### src/rtl/xfer_fifo_pkg.sv
package xfer_fifo_pkg;
  localparam int BYTE_W = 8;

  typedef enum logic [1:0] {
    SVC_IDLE   = 2'd0,
    SVC_ACTIVE = 2'd1,
    SVC_GAP    = 2'd2
  } svc_state_e;
endpackage

### src/rtl/xfer_byte_fifo.sv
module xfer_byte_fifo
  import xfer_fifo_pkg::*;
#(
  parameter int DEPTH = 32,
  parameter int LW    = $clog2(DEPTH + 1)
) (
  input  logic              clk,
  input  logic              rst_n,
  input  logic              clr,
  input  logic              push,
  input  logic [BYTE_W-1:0] push_data,
  input  logic              pop,
  output logic [BYTE_W-1:0] pop_data,
  output logic [LW-1:0]     level,
  output logic              full,
  output logic              empty,
  output logic              push_drop,
  output logic              pop_drop
);
  localparam int PW = (DEPTH > 1) ? $clog2(DEPTH) : 1;

  logic [BYTE_W-1:0] mem [DEPTH];
  logic [PW-1:0]     wr_ptr, rd_ptr;
  logic [LW-1:0]     count;
  logic              push_ok, pop_ok;

  function automatic logic [PW-1:0] ptr_next(input logic [PW-1:0] p);
    if (p == PW'(DEPTH - 1)) return '0;
    return p + 1'b1;
  endfunction

  assign full      = (count == LW'(DEPTH));
  assign empty     = (count == '0);
  assign push_ok   = push & ~full & ~clr;
  assign pop_ok    = pop & ~empty & ~clr;
  assign push_drop = push & full & ~clr;
  assign pop_drop  = pop & empty & ~clr;
  assign pop_data  = mem[rd_ptr];
  assign level     = count;

  always_ff @(posedge clk) begin
    if (push_ok) mem[wr_ptr] <= push_data;
  end

  always_ff @(posedge clk or negedge rst_n) begin
    if (!rst_n) begin
      wr_ptr <= '0;
      rd_ptr <= '0;
      count  <= '0;
    end else if (clr) begin
      wr_ptr <= '0;
      rd_ptr <= '0;
      count  <= '0;
    end else begin
      if (push_ok) wr_ptr <= ptr_next(wr_ptr);
      if (pop_ok)  rd_ptr <= ptr_next(rd_ptr);
      case ({push_ok, pop_ok})
        2'b10:   count <= count + 1'b1;
        2'b01:   count <= count - 1'b1;
        default: count <= count;
      endcase
    end
  end
endmodule

### src/rtl/xfer_svc_req.sv
module xfer_svc_req
  import xfer_fifo_pkg::*;
#(
  parameter int LW = 6
) (
  input  logic          clk,
  input  logic          rst_n,
  input  logic          clr,
  input  logic          dma_mode,
  input  logic          cond,
  input  logic [LW-1:0] burst,
  input  logic          xfer,
  output logic          irq,
  output logic          dma_req,
  output logic          arm_evt,
  output logic          done_evt
);
  svc_state_e    state;
  logic [LW-1:0] remain;

  assign arm_evt  = (state == SVC_IDLE) & dma_mode & cond & ~clr;
  assign done_evt = (state == SVC_ACTIVE) & xfer & (remain <= LW'(1)) & ~clr;
  assign irq      = cond & ~dma_mode & ~clr;
  assign dma_req  = (state == SVC_ACTIVE) & ~clr;

  always_ff @(posedge clk or negedge rst_n) begin
    if (!rst_n) begin
      state  <= SVC_IDLE;
      remain <= '0;
    end else if (clr) begin
      state  <= SVC_IDLE;
      remain <= '0;
    end else begin
      case (state)
        SVC_IDLE: begin
          if (arm_evt) begin
            state  <= SVC_ACTIVE;
            remain <= burst;
          end
        end
        SVC_ACTIVE: begin
          if (done_evt)  state  <= SVC_GAP;
          else if (xfer) remain <= remain - 1'b1;
        end
        default: state <= SVC_IDLE;
      endcase
    end
  end
endmodule

### src/rtl/xfer_fifo_req.sv
module xfer_fifo_req
  import xfer_fifo_pkg::*;
#(
  parameter  int DEPTH = 32,
  localparam int TW    = (DEPTH > 1) ? $clog2(DEPTH) : 1,
  localparam int LW    = $clog2(DEPTH + 1)
) (
  input  logic              clk,
  input  logic              rst_n,
  input  logic              dma_mode,
  input  logic              drain_en,
  input  logic              slave_tx,
  input  logic [TW-1:0]     tx_thr_m1,
  input  logic [TW-1:0]     rx_thr_m1,
  input  logic              tx_clr,
  input  logic              rx_clr,
  input  logic              host_wr_en,
  input  logic [BYTE_W-1:0] host_wr_data,
  input  logic              host_rd_en,
  output logic [BYTE_W-1:0] host_rd_data,
  input  logic              core_tx_pop,
  output logic [BYTE_W-1:0] core_tx_data,
  output logic              core_tx_avail,
  input  logic              core_tx_byte_req,
  input  logic              core_rx_push,
  input  logic [BYTE_W-1:0] core_rx_data,
  output logic              core_rx_space,
  output logic              tx_irq,
  output logic              tx_dma_req,
  output logic              rx_irq,
  output logic              rx_dma_req,
  output logic [LW-1:0]     tx_level,
  output logic [LW-1:0]     rx_level,
  output logic [LW-1:0]     rx_drain_cnt,
  output logic              tx_ovf,
  output logic              rx_unf
);
  function automatic logic [LW-1:0] thr_decode(input logic [TW-1:0] f);
    return LW'(f) + LW'(1);
  endfunction

  function automatic logic [LW-1:0] min_len(input logic [LW-1:0] a, input logic [LW-1:0] b);
    return (a < b) ? a : b;
  endfunction

  logic          tx_full, tx_empty, rx_full, rx_empty;
  logic          tx_push_drop, tx_pop_drop, rx_push_drop, rx_pop_drop;
  logic [LW-1:0] tx_free, tx_thr, rx_thr, tx_burst, rx_burst;
  logic          tx_cond, rx_cond, tx_xfer, rx_xfer, tx_starve;
  logic          tx_arm_evt, tx_done_evt, rx_arm_evt, rx_done_evt;

  xfer_byte_fifo #(.DEPTH(DEPTH), .LW(LW)) u_tx_fifo (
    .clk(clk), .rst_n(rst_n), .clr(tx_clr),
    .push(host_wr_en), .push_data(host_wr_data),
    .pop(core_tx_pop), .pop_data(core_tx_data),
    .level(tx_level), .full(tx_full), .empty(tx_empty),
    .push_drop(tx_push_drop), .pop_drop(tx_pop_drop)
  );

  xfer_byte_fifo #(.DEPTH(DEPTH), .LW(LW)) u_rx_fifo (
    .clk(clk), .rst_n(rst_n), .clr(rx_clr),
    .push(core_rx_push), .push_data(core_rx_data),
    .pop(host_rd_en), .pop_data(host_rd_data),
    .level(rx_level), .full(rx_full), .empty(rx_empty),
    .push_drop(rx_push_drop), .pop_drop(rx_pop_drop)
  );

  assign tx_thr  = thr_decode(tx_thr_m1);
  assign rx_thr  = thr_decode(rx_thr_m1);
  assign tx_free = LW'(DEPTH) - tx_level;
  assign tx_xfer = host_wr_en & ~tx_full & ~tx_clr;
  assign rx_xfer = host_rd_en & ~rx_empty & ~rx_clr;

  always_comb begin
    if (slave_tx) begin
      tx_cond  = tx_starve;
      tx_burst = LW'(1);
    end else if (drain_en) begin
      tx_cond  = (tx_free != '0);
      tx_burst = min_len(tx_free, tx_thr);
    end else begin
      tx_cond  = (tx_free >= tx_thr);
      tx_burst = tx_thr;
    end
    if (drain_en) begin
      rx_cond  = (rx_level != '0);
      rx_burst = min_len(rx_level, rx_thr);
    end else begin
      rx_cond  = (rx_level >= rx_thr);
      rx_burst = rx_thr;
    end
  end

  always_ff @(posedge clk or negedge rst_n) begin
    if (!rst_n) begin
      tx_starve <= 1'b0;
      tx_ovf    <= 1'b0;
      rx_unf    <= 1'b0;
    end else begin
      if (tx_clr || tx_xfer)                tx_starve <= 1'b0;
      else if (core_tx_byte_req && tx_empty) tx_starve <= 1'b1;
      if (tx_clr)            tx_ovf <= 1'b0;
      else if (tx_push_drop) tx_ovf <= 1'b1;
      if (rx_clr)           rx_unf <= 1'b0;
      else if (rx_pop_drop) rx_unf <= 1'b1;
    end
  end

  xfer_svc_req #(.LW(LW)) u_tx_svc (
    .clk(clk), .rst_n(rst_n), .clr(tx_clr), .dma_mode(dma_mode),
    .cond(tx_cond), .burst(tx_burst), .xfer(tx_xfer),
    .irq(tx_irq), .dma_req(tx_dma_req),
    .arm_evt(tx_arm_evt), .done_evt(tx_done_evt)
  );

  xfer_svc_req #(.LW(LW)) u_rx_svc (
    .clk(clk), .rst_n(rst_n), .clr(rx_clr), .dma_mode(dma_mode),
    .cond(rx_cond), .burst(rx_burst), .xfer(rx_xfer),
    .irq(rx_irq), .dma_req(rx_dma_req),
    .arm_evt(rx_arm_evt), .done_evt(rx_done_evt)
  );

  assign core_tx_avail = ~tx_empty;
  assign core_rx_space = ~rx_full;
  assign rx_drain_cnt  = drain_en ? rx_level : '0;
endmodule

### config.mk
export PLATFORM = sky130hd
export DESIGN_NAME = xfer_fifo_req
export DESIGN_NICKNAME = d
export VERILOG_FILES = /design/src/rtl/xfer_fifo_pkg.sv /design/src/rtl/xfer_byte_fifo.sv /design/src/rtl/xfer_svc_req.sv /design/src/rtl/xfer_fifo_req.sv
export SDC_FILE = /design/constraint.sdc
export NUM_CORES = 1
export LEC_CHECK = 0
export BUFFER_PORTS_ARGS = -buffer_cell sky130_fd_sc_hd__buf_2
export CORE_MARGIN = 4
export CORE_UTILIZATION = 50
export DETAILED_ROUTE_END_ITERATION = 6
export GPL_TIMING_DRIVEN = 0
export PLACE_DENSITY_LB_ADDON = 0.1
export SYNTH_ARGS = -nofsm -noshare
export SYNTH_HDL_FRONTEND = slang
export SYNTH_SLANG_ARGS = --single-unit
### constraint.sdc
create_clock -name clk -period 3.5 [get_ports clk]
set_input_delay 0.525 -clock clk [delete_from_list [all_inputs] [get_ports clk]]
set_output_delay 0.525 -clock clk [all_outputs]
set_load 0.01 [all_outputs]
; ---- Word level (Yosys, flattened, before mapping)
; Memory sizes are Yosys's and may differ from the RTL's.
; Index checks and enable logic that the tools add are counted.
[op_classes]
add_sub_neg = 13
magnitude_cmp = 6
eq_ne = 20
muxes = 69
bitwise = 37
reduce_logical = 23
[op_table]
columns = operator, n
row1 = 6-bit two-way mux, 16
row2 = 5-bit two-way mux, 16
row3 = 6-bit one-hot mux with 2 select lines, 4
row4 = 1-bit bitwise AND, 30
row5 = 1-bit two-way mux, 25
row6 = "3-bit inequality test, second input constant", 8
row7 = "6-bit by 1-bit subtractor with 6-bit output, second input constant", 4
row8 = "5-bit by 1-bit adder with 5-bit output, second input constant", 4
row9 = "5-bit == test, second input constant", 4
row10 = 2-bit nonzero test, 7
row11 = "5-bit by 1-bit adder with 6-bit output, second input constant", 2
row12 = "6-bit by 1-bit adder with 6-bit output, second input constant", 2
row13 = "6-bit == test, second input constant", 2
row14 = 6-bit >= comparator, 2
row15 = "6-bit by 1-bit less-or-equal comparator with 1-bit output, second input constant", 2
row16 = 6-bit logical NOT, 2
row17 = 6-bit < comparator, 2
row18 = 2-bit two-way mux, 6
row19 = 3-bit nonzero test, 4
row20 = 6-bit nonzero test, 2
row21 = "2-bit by 1-bit == test with 1-bit output, second input constant", 4
row22 = 2-bit one-hot mux with 2 select lines, 2
row23 = 4-bit AND reduction, 2
row24 = 1-bit inverter, 7
row25 = other kinds (6), 9
[word_totals]
ff_bits = 51
ram_bits = 512
inputBits = 38
output_inout_bits = 42
word_cells = 183
n_memories = 2
[mem_list]
columns = memory, words, width, read_ports, rd_ports_with_merged_regs, wr, line_no
row1 = u_rx_fifo.mem, 32, 8, 1, 0, 1, xfer_byte_fifo.sv:22  ; logic [BYTE_W-1:0] mem [DEPTH];
row2 = u_tx_fifo.mem, 32, 8, 1, 0, 1, xfer_byte_fifo.sv:22

; ---- Longest topological paths before layout
; Gate-level depths: netlist of the first run.
[logic_depth]
ltp_word = 10
mapped_depth = 16
mapped_depth_nobuf = 14

; ---- Cells and area by module
; A second synthesis of the first run with hierarchy kept.
[hier_totals]
cells_unflattened = 1338
area_unflattened_um2 = 24220.7
[by_module_without_submodules]
columns = mod, instances, cells_per_inst, area_per_inst_um2, seq_area_each_um2
row1 = xfer_byte_fifo, 2, 542, 11031.8, 8087.8
row2 = xfer_svc_req, 2, 68, 606.8, 200.2
row3 = xfer_fifo_req, 1, 118, 943.4, 75.1

; ---- Worst setup path before layout of the first run
; No wires, ideal clock.
[synth_path]
path_kind = reg2reg
startpoint = register u_tx_fifo.count[0] (netlist: u_tx_fifo.level[0])
endpoint = register u_tx_fifo.count[5] (netlist: u_tx_fifo.level[5])
setup_ps = 132
arrival_ps = 3401
required_ps = 3368
setup_slack_ps = -33
stages_incl_launch_ff = 17
path_buffers = 2
synth_period_minus_slack_ps = 3533
path_cell_list = dfrtp_1 clkbuf_1 inv_1 ha_1 nor4b_2 nand2_1 nand2_1 buf_2 nor3_1 ha_1 a21o_1 a21oi_1 o21bai_1 a21oi_1 mux2i_1 xnor2_1 nor2_1
[synth_via]
elab_chain_cells = 7
word_cells_on_any_way = 15
classes_between = 2 x add/sub / 3 x eq/ne / 2 x mux / 6 x bitwise / 2 x reduce/logical
[synth_lines]
columns = item, line_no
row1 = start: declaration, xfer_byte_fifo.sv:24  ; logic [LW-1:0] count;
row2 = start signal: assignment, xfer_byte_fifo.sv:58  ; 2'b10: count <= count + 1'b1;
row3 = start signal: assignment, xfer_byte_fifo.sv:59  ; 2'b01: count <= count - 1'b1;
row4 = start signal: assignment, xfer_byte_fifo.sv:60  ; default: count <= count;
row5 = 6-bit logical NOT *, xfer_byte_fifo.sv:33  ; assign empty = (count == '0);
row6 = 1-bit inverter *, --
row7 = net core_tx_avail, xfer_fifo_req.sv:23  ; output logic core_tx_avail,
row8 = 1-bit bitwise AND * (2 in a row), xfer_byte_fifo.sv:35  ; assign pop_ok = pop & ~empty & ~clr;
row9 = 2-bit by 1-bit == test with 1-bit output or 2-bit == test (tied branches), xfer_byte_fifo.sv:57  ; case ({push_ok, pop_ok})
row10 = 6-bit one-hot mux with 2 select lines, xfer_byte_fifo.sv:57
row11 = 6-bit two-way mux, xfer_byte_fifo.sv:50  ; end else if (clr) begin
; The timed path passes the listed nets; every way through them passes the cells marked *.
; A chain may end at the register's enable or synchronous reset.

; ---- Worst setup path in the final report of the first run
[layout_path]
startpoint = register u_tx_fifo.count[2] (netlist: u_tx_fifo.level[2])
endpoint = output port tx_irq
[layout_via]
elab_chain_cells = 6
word_cells_on_any_way = 7
classes_between = 1 x add/sub / 1 x order compare / 2 x mux / 2 x bitwise / 1 x reduce/logical
[layout_lines]
columns = item, line_no
row1 = 6-bit subtractor *, xfer_fifo_req.sv:70  ; assign tx_free = LW'(DEPTH) - tx_level;
row2 = 6-bit >= comparator or 6-bit nonzero test (tied branches), "xfer_fifo_req.sv:82, xfer_fifo_req.sv:79"
row3 = 1-bit two-way mux *, xfer_fifo_req.sv:78  ; end else if (drain_en) begin
row4 = 1-bit two-way mux *, xfer_fifo_req.sv:75  ; if (slave_tx) begin
row5 = 1-bit bitwise AND * (2 in a row), xfer_svc_req.sv:23  ; assign irq = cond & ~dma_mode & ~clr;
row6 = end: declaration, xfer_fifo_req.sv:28  ; output logic tx_irq,
; Every way passes the cells marked *; elsewhere a longest branch is shown, timed or not.

==> results of run 1 <==
==> registers in the layout, indices dropped and copies added (netlist names) <==
| signal | cells |
|---|---|
| rx_unf | 1 |
| tx_ovf | 1 |
| tx_starve | 1 |
| u_rx_fifo.level | 6 |
| u_rx_fifo.mem | 256 |
| u_rx_fifo.rd_ptr | 5 |
| u_rx_fifo.wr_ptr | 5 |
| u_rx_svc.remain | 6 |
| u_rx_svc.state | 2 |
| u_tx_fifo.level | 6 |
| u_tx_fifo.mem | 256 |
| u_tx_fifo.rd_ptr | 5 |
| u_tx_fifo.wr_ptr | 5 |
| u_tx_svc.remain | 6 |
| u_tx_svc.state | 2 |
==> synth_stat cells, drive strengths merged, types with 3 or more instances <==
master / number / area (sq um)
a21oi: 49 / 245.2
or3: 9 / 61.31
dfrtp: 51 / 1276
a31oi: 9 / 56.30
edfxtp: 512 / 15370
inv: 31 / 116.4
or4: 5 / 37.54
nor3: 14 / 70.07
a21o: 5 / 37.54
nand3: 23 / 115.1
xnor2: 14 / 130.1
nand2b: 5 / 31.28
nand3b: 10 / 75.07
nor4: 3 / 18.77
clkbuf: 33 / 125.1
a211oi: 4 / 30.03
xor2: 5 / 43.79
nor4b: 3 / 32.53
nand2: 44 / 167.7
nor2b: 4 / 25.02
nor2: 112 / 422.9
a211o: 3 / 26.28
mux2: 18 / 202.7
or3b: 3 / 26.28
ha: 41 / 513.0
mux4: 160 / 3603
a2111oi: 3 / 51.30
mux2i: 15 / 150.1
and3: 8 / 50.05
buf: 24 / 126.4
o21ai: 26 / 133.9
==> critical path: cells and delay by family (launching register included) <==
family                     cells  cell delay [ps]
DFF                            1              410
buffers and inverters          1              170
and+or+nand+nor                4             1080
AOI/OAI and AO/OA              4              610
adders and majority gates      1              200
==> cell families after synthesis <==
logic type / count (synthesis)
flops: 563
xor+xnor: 19
simple gates: 253
buf+inv: 88
compound gates: 120
fa+ha+maj: 43
mux: 193
==> per-layer routing <==
layer	share of wire (%)	GRT usage [%]	up-vias	routed length (um)
met2	49	34.39	301	25990
met4	2.5	5.592	0	1314
met5	0	0	-	0
met1	44	30.28	6435	23100
met3	4.5	3.068	84	2361
li1	-	-	5491	-
==> stage by stage <==
step / cell area (sq um) / TNS [ps]
floorplan: 23690 / 0
global placement: 24840 / -2206
detailed placement: 24840 / -2012
CTS: 26970 / -278.7
global route: 27110 / -412.0
finish: 27110 / -116.7
==> how the worst max path moves through the flow <==
stage | endpoint | slack, ps | cells past startpoint
final | tx_irq | -120 | 10
after global routing | tx_irq | -230 | 10
after CTS | tx_irq | -180 | 11
after detailed placement | u_tx_fifo.level[5] | -310 | 16
after global placement | u_tx_fifo.level[5] | -310 | 16
after floorplan | u_tx_fifo.level[5] | 130 | 16
==> timing repair <==
| item | 4_1_cts | 5_1_grt |
|---|---|---|
| cloned | 0 | 2 |
| resized for setup | 73 | 25 |
| setup endpoints to repair | 18 | 16 |
| buffers inserted | 14 | 2 |
| pin swaps | 4 | 1 |
==> layout make-up <==
| class | instances | area share [%] |
|---|---|---|
| Clock buffer | 76 | 5.796 |
| Sequential cell | 563 | 61.44 |
| Buffer | 54 | 1.527 |
| Multi-Input combinational cell | 628 | 25.01 |
| Inverter | 31 | 0.4291 |
| Tap cell | 607 | 2.801 |
| Timing Repair Buffer | 97 | 2.206 |
| Clock inverter | 27 | 0.7937 |
==> power by group <==
group	switching (mW)	total [mW]	internal [mW]
Clock	2.47	5.83	3.36
Sequential	0.237	7.76	7.52
Combinational	2.64	5.21	2.57
==> summary.txt, run 1 <==
Floorplan
  • Chip height: 225.6 um
  • Die Wd: ~230 um
  • CORE AREA: ~0.047 sq mm
  • Row cnt: 79
  • Initial Util: 50.76%
  • Ports: 80
  • Full die area: between 0.05 and 0.06 sq mm

Critical path
  • Worst path slowest cell: or4_4
  • Reg2reg start: u_tx_fifo.level[0]
  • FF-to-FF path depth: 15
  • Worst setup EP type: output pin
  • Worst EP arrival: 3090 ps
  • CP cell instances: or4_4 -> or3_4 -> nand2_4 -> ha_4 -> a21oi_2 -> o21a_1 -> o211ai_1 -> a31oi_1 -> nor3_1 -> buf_2
  • CP peak stage delay: between 500 and 600 ps
  • CP Launch Type: flop
  • Worst reg2reg setup slack: 150 ps
  • Capturing point of the worst reg2reg path: u_tx_fifo.level[5]
  • CP startpoint: u_tx_fifo.level[2]
  • Crit Path Max Fanout: 3
  • WP data required: 2970 ps
  • WS Path Type: reg -> out

Logic synthesis
  • Xor/xnor share of the synthesized area: 0.7344%
  • Seq cells post-synth: 563
  • Multiplexer share of the synthesized area: 16.71%
  • Post-synth ARST share: a little under a tenth
  • Ys flop type: edfxtp_1
  • Largest family of logic cells by synthesized area: multiplexers
  • EDFF count, synth: 512
  • Syn nets: 1360
  • Synth Area in Adders: ~2.3%
  • Netlist Area Pre-Place: 0.02368 sq mm
  • Yosys warns: 0
  • Post-synthesis sequential area ratio: a little over two thirds
  • Synth Area in Simple Gates: 5.104%
  • Post-synth cell types: 71
  • Post-synthesis compound-gate area fraction: 3.255%
  • Avg Inst Size Synth: around 19 sq um
  • Mapped Cells: roughly 1300

STA
  • RSZ-0062 raised after global routing: yes
  • Worst slew margin: approximately a fifth
  • # setup viols final: 1
  • Number of max-slew violations in the final report: 0
  • Worst hold margin: 152.0 ps
  • Final hold vios: 0
  • Final period utilization: 103.3%
  • FMAX: 0.2765 GHz
  • Clk_skew: 28.83 ps
  • Worst-margin pin slew: ~1200 ps
  • Setup ws final: -116.7 ps
  • Post-layout min period: 3617 ps

Hold path
  • Hold Startpoint: rx_clr
  • Hold path cells: 2
  • Hold Crit Class: in -> reg
  • Worst Hold Endpoint: u_rx_svc.state[1]

Placement
  • GPL Wtd Cong: around 0.85
  • Place WS: -308.3 ps
  • Number of cells after detailed placement: 1965
  • Final HPWL DP: 34320 um
  • IO Port Bufs: 79

Finish
  • Register Area: 0.01666 sq mm
  • Share of cells above drive strength 1: 28.46%
  • Post-layout net count: 1512
  • Post-route insts no fill: 2083
  • Post-Route Utilization: 58.12%
  • Area grow syn2layout: 14.50%
  • Commonest non-fill, non-tap cell in the layout: edfxtp_1
  • ANT cells: 0
  • Area of the multi-input gates: around 0.0068 sq mm
  • # fillers: 3530
  • Commonest cells after routing, fill and taps aside: edfxtp_1 (512), mux4_2 (160), nor2_1 (110)

Drt
  • Vias: 12311
  • Vias per inst: 5.910
  • Residual DRC: 0
  • WL final: 52770 um
  • Post-route ant nets: 0
  • Routed len/inst: 25.33 um
  • Initial DRC Count: 1096
  • DRT Pass-1 Iters: 5

Global route
  • Largest net degree at the start of global routing: 52
  • Overflow after GRT: 0
  • Vias in the first global route: about 12000
  • First-pass GRT wire length: approximately 80000 um
  • GR Util All Layers: 21.03%
  • Initial antenna violation count: 0

Power
  • VDD IR max: 0.0004959 V
  • Total power: roughly 19 mW
  • LEAKAGE: 9.000 nW
  • Power Dens Cells: 693.1 mW/mm^2

Outcome
  • Status: complete, but fails checks
  • Failing checks: setup timing

CTS
  • Clk root buf: clkbuf_16
  • Clk sink count: about 560
  • Reg clk slew, reported paths: 60 ps
  • CTS buffer count: 56
  • Hold buffer count at CTS: 0
  • Worst-Skew Late Latency: 610 ps
  • Max clock buf depth: 3
  • Htree depth: 2
  • TritonCTS clock tree: done

Flow run
  • Max-cap violations: 0
Note: power is estimated with default switching activity, not from simulation.
==> run 2: changes to the inputs <==
RECOVER_POWER = 25   (was not set)
==> run 2 against run 1 <==
Net effect: the flow finishes with violations (capacitance limit, slew limit, setup timing); clock power is essentially flat; global-route usage stayed put; final cell count hardly changed; sequential share of layout area barely moved; first-iteration DRC count is 1.4% higher; hold slack got worse by 1.3 ps; combinational power hardly changed; fmax about the same; critical endpoint unchanged; largest power group unchanged; highest routed layer unchanged.
==> summary.txt, run 2 (same netlist as run 1, synthesis figures left out) <==
Finish
  • Share of cells above drive strength 1: 27.78% (-0.68 points)
  • Post-layout net count: 1512 (unchanged)
  • # fillers: 3534 (+0.11%)
  • Commonest non-fill, non-tap cell in the layout: edfxtp_1
  • Area grow syn2layout: 14.46% (about the same)
  • Largest registers: u_rx_fifo.mem x256, u_tx_fifo.mem x256
  • Commonest cells after routing, fill and taps aside: edfxtp_1 (512), mux4_2 (160), nor2_1 (110)

Power
  • VDD IR max: 0.0004949 V (-0.21%)
  • LEAKAGE: 8.973 nW (-0.31%)
  • Total power: 18.79 mW (about the same)
  • Power Dens Cells: 693.2 mW/mm^2 (about the same)

CTS
  • Htree depth: 2 (unchanged)
  • Clk sink count: 563 (unchanged)
  • CTS buffer count: 56 (unchanged)
  • TritonCTS clock tree: done
  • Worst-Skew Late Latency: 610 ps (about the same)
  • Max clock buf depth: 3 (unchanged)
  • Reg clk slew, reported paths: 60 ps (about the same)
  • Clk root buf: clkbuf_16

Critical path
  • Worst reg2reg setup slack: 160 ps (about the same)
  • CP Launch Type: flop
  • Largest delay share family, worst path: simple AND/OR/NAND/NOR gates
  • Worst setup EP type: output pin
  • Worst path slowest cell: or4_4
  • Crit path buffers/inverters: 1 (unchanged)
  • WS Path Type: reg -> out
  • Worst EP arrival: 3090 ps (about the same)
  • Crit Path Max Fanout: 3 (unchanged)
  • CP cell instances: or4_4 -> or3_4 -> nand2_4 -> ha_4 -> a21oi_2 -> o21a_1 -> o211ai_1 -> a31oi_1 -> nor3_1 -> buf_2
  • CP peak stage delay: 550 ps (about the same)
  • WP data required: 2970 ps (about the same)

Floorplan
  • Full die area: 0.05091 sq mm (unchanged)
  • CORE AREA: 0.04665 sq mm (unchanged)
  • Ports: 80 (unchanged)
  • Initial Util: 50.76% (unchanged)
  • Row cnt: 79 (unchanged)
  • Die Wd: 225.6 um (unchanged)
  • Chip height: 225.6 um (unchanged)

STA
  • Setup ws final: -113.4 ps (+3.272 ps)
  • RSZ-0062 raised after global routing: yes
  • FMAX: 0.2767 GHz (about the same)
  • Post-layout min period: 3613 ps (-3.272 ps)
  • Worst-margin pin slew: 1616 ps (+397.4 ps)
  • # setup viols final: 1 (unchanged)
  • Clk_skew: 24.69 ps (-4.142 ps)
  • Worst slew margin: -7.711% (-26 points)
  • Number of max-slew violations in the final report: 198 (+198)
  • Final period utilization: 103.2% (about the same)
  • Final hold vios: 0 (unchanged)

Outcome
  • Failing checks: capacitance limit, slew limit, setup timing
  • Status: complete, but fails checks

Drt
  • Met2 wire length: 26120 um (+0.51%)
  • Vias: 12303 (-0.065%)
  • M1 WL: 22840 um (-1.2%)
  • DRT Pass-1 Iters: 7 (+2)
  • WL final: 52840 um (+0.13%)
  • Vias per inst: 5.904 (-0.11%)
  • Post-route ant nets: 0 (unchanged)
  • Initial DRC Count: 1111 (+1.4%)
  • Met3 WL: 2594 um (+9.9%)
  • Routed len/inst: 25.36 um (about the same)
  • Residual DRC: 0 (unchanged)
  • DR top layer: met4

Global route
  • Initial antenna violation count: 0 (unchanged)
  • GR Util All Layers: 21.03% (unchanged)
  • First-pass GRT wire length: 79670 um (unchanged)
  • Overflow after GRT: 0 (unchanged)
  • Vias in the first global route: 12433 (unchanged)
  • Largest net degree at the start of global routing: 52 (unchanged)

Placement
  • Final HPWL DP: 34320 um (unchanged)
  • IO Port Bufs: 79 (unchanged)
  • Place WS: -308.3 ps (unchanged)
  • GPL Wtd Cong: 0.8475 (unchanged)

Flow run
  • Max-cap violations: 6 (+6)

Hold path
  • Hold Crit Class: in -> reg
==> run 2: area by class of cell <==
| class | count | area (sq um) | share of cell area, % |
|---|---|---|---|
| Buffer | 54 | 414.1 | 1.528 |
| Clock buffer | 76 | 1572 | 5.798 |
| Clock inverter | 27 | 215.2 | 0.7940 |
| Antenna cell | 1 | 2.502 | 0.009232 |
| Inverter | 31 | 116.4 | 0.4293 |
| Timing Repair Buffer | 97 | 585.6 | 2.160 |
| Sequential cell | 563 | 16660 | 61.46 |
| Multi-Input combinational cell | 628 | 6782 | 25.02 |
| Tap cell | 607 | 759.5 | 2.802 |
==> run 2: per-layer routing <==
layer  track usage [%]  vias to the layer above
met5                 0                        -
met4             5.592                        0
met3             3.068                       83
met2             34.39                      325
met1             30.28                     6404
li1                  -                     5491
==> run 2: power by group <==
| part | internal, mW | switching (mW) | leakage, nW | total [mW] |
|---|---|---|---|---|
| registers | 7.53 | 0.237 | 5.29 | 7.76 |
| clock network | 3.36 | 2.47 | 0.877 | 5.82 |
| logic | 2.57 | 2.63 | 2.81 | 5.20 |
==> run 2: per-stage QoR <==
stage / hold slack (ps) / instances / cell area (sq um) / util [%] / TNS (ps)
6_report: 150.7 / 2084 / 27100 / 58.10 / -113.4
5_1_grt: 141.3 / 2083 / 27100 / 58.09 / -412.0
4_1_cts: 129.1 / 2080 / 26970 / 57.80 / -278.7
3_5_place_dp: 476.2 / 1965 / 24840 / 53.25 / -2012
3_3_place_gp: 475.0 / 1965 / 24840 / 53.25 / -2206
2_1_floorplan: 229.4 / 1279 / 23690 / - / 0
==> run 2: repair_timing <==
action / CTS / global route
gates cloned: 0 / 2
buffers inserted: 14 / 2
hold endpoints to repair: 0 / 0
hold buffers: 0 / 0
gates resized for setup: 73 / 25
pin swaps: 4 / 1
setup endpoints to repair: 18 / 16
==> run 2: path summary, 6_finish.rpt <==
kind	start	cells after the start	to
worst min register to register	tx_ovf	2	tx_ovf
min in group asynchronous	rst_n	1	u_rx_fifo.level[4]
worst min-delay path	rx_clr	2	u_rx_svc.state[1]
max in group asynchronous	rst_n	1	u_tx_fifo.rd_ptr[0]
worst max-delay path	u_tx_fifo.level[2]	10	tx_irq
worst max register to register	u_tx_fifo.level[0]	15	u_tx_fifo.level[5]
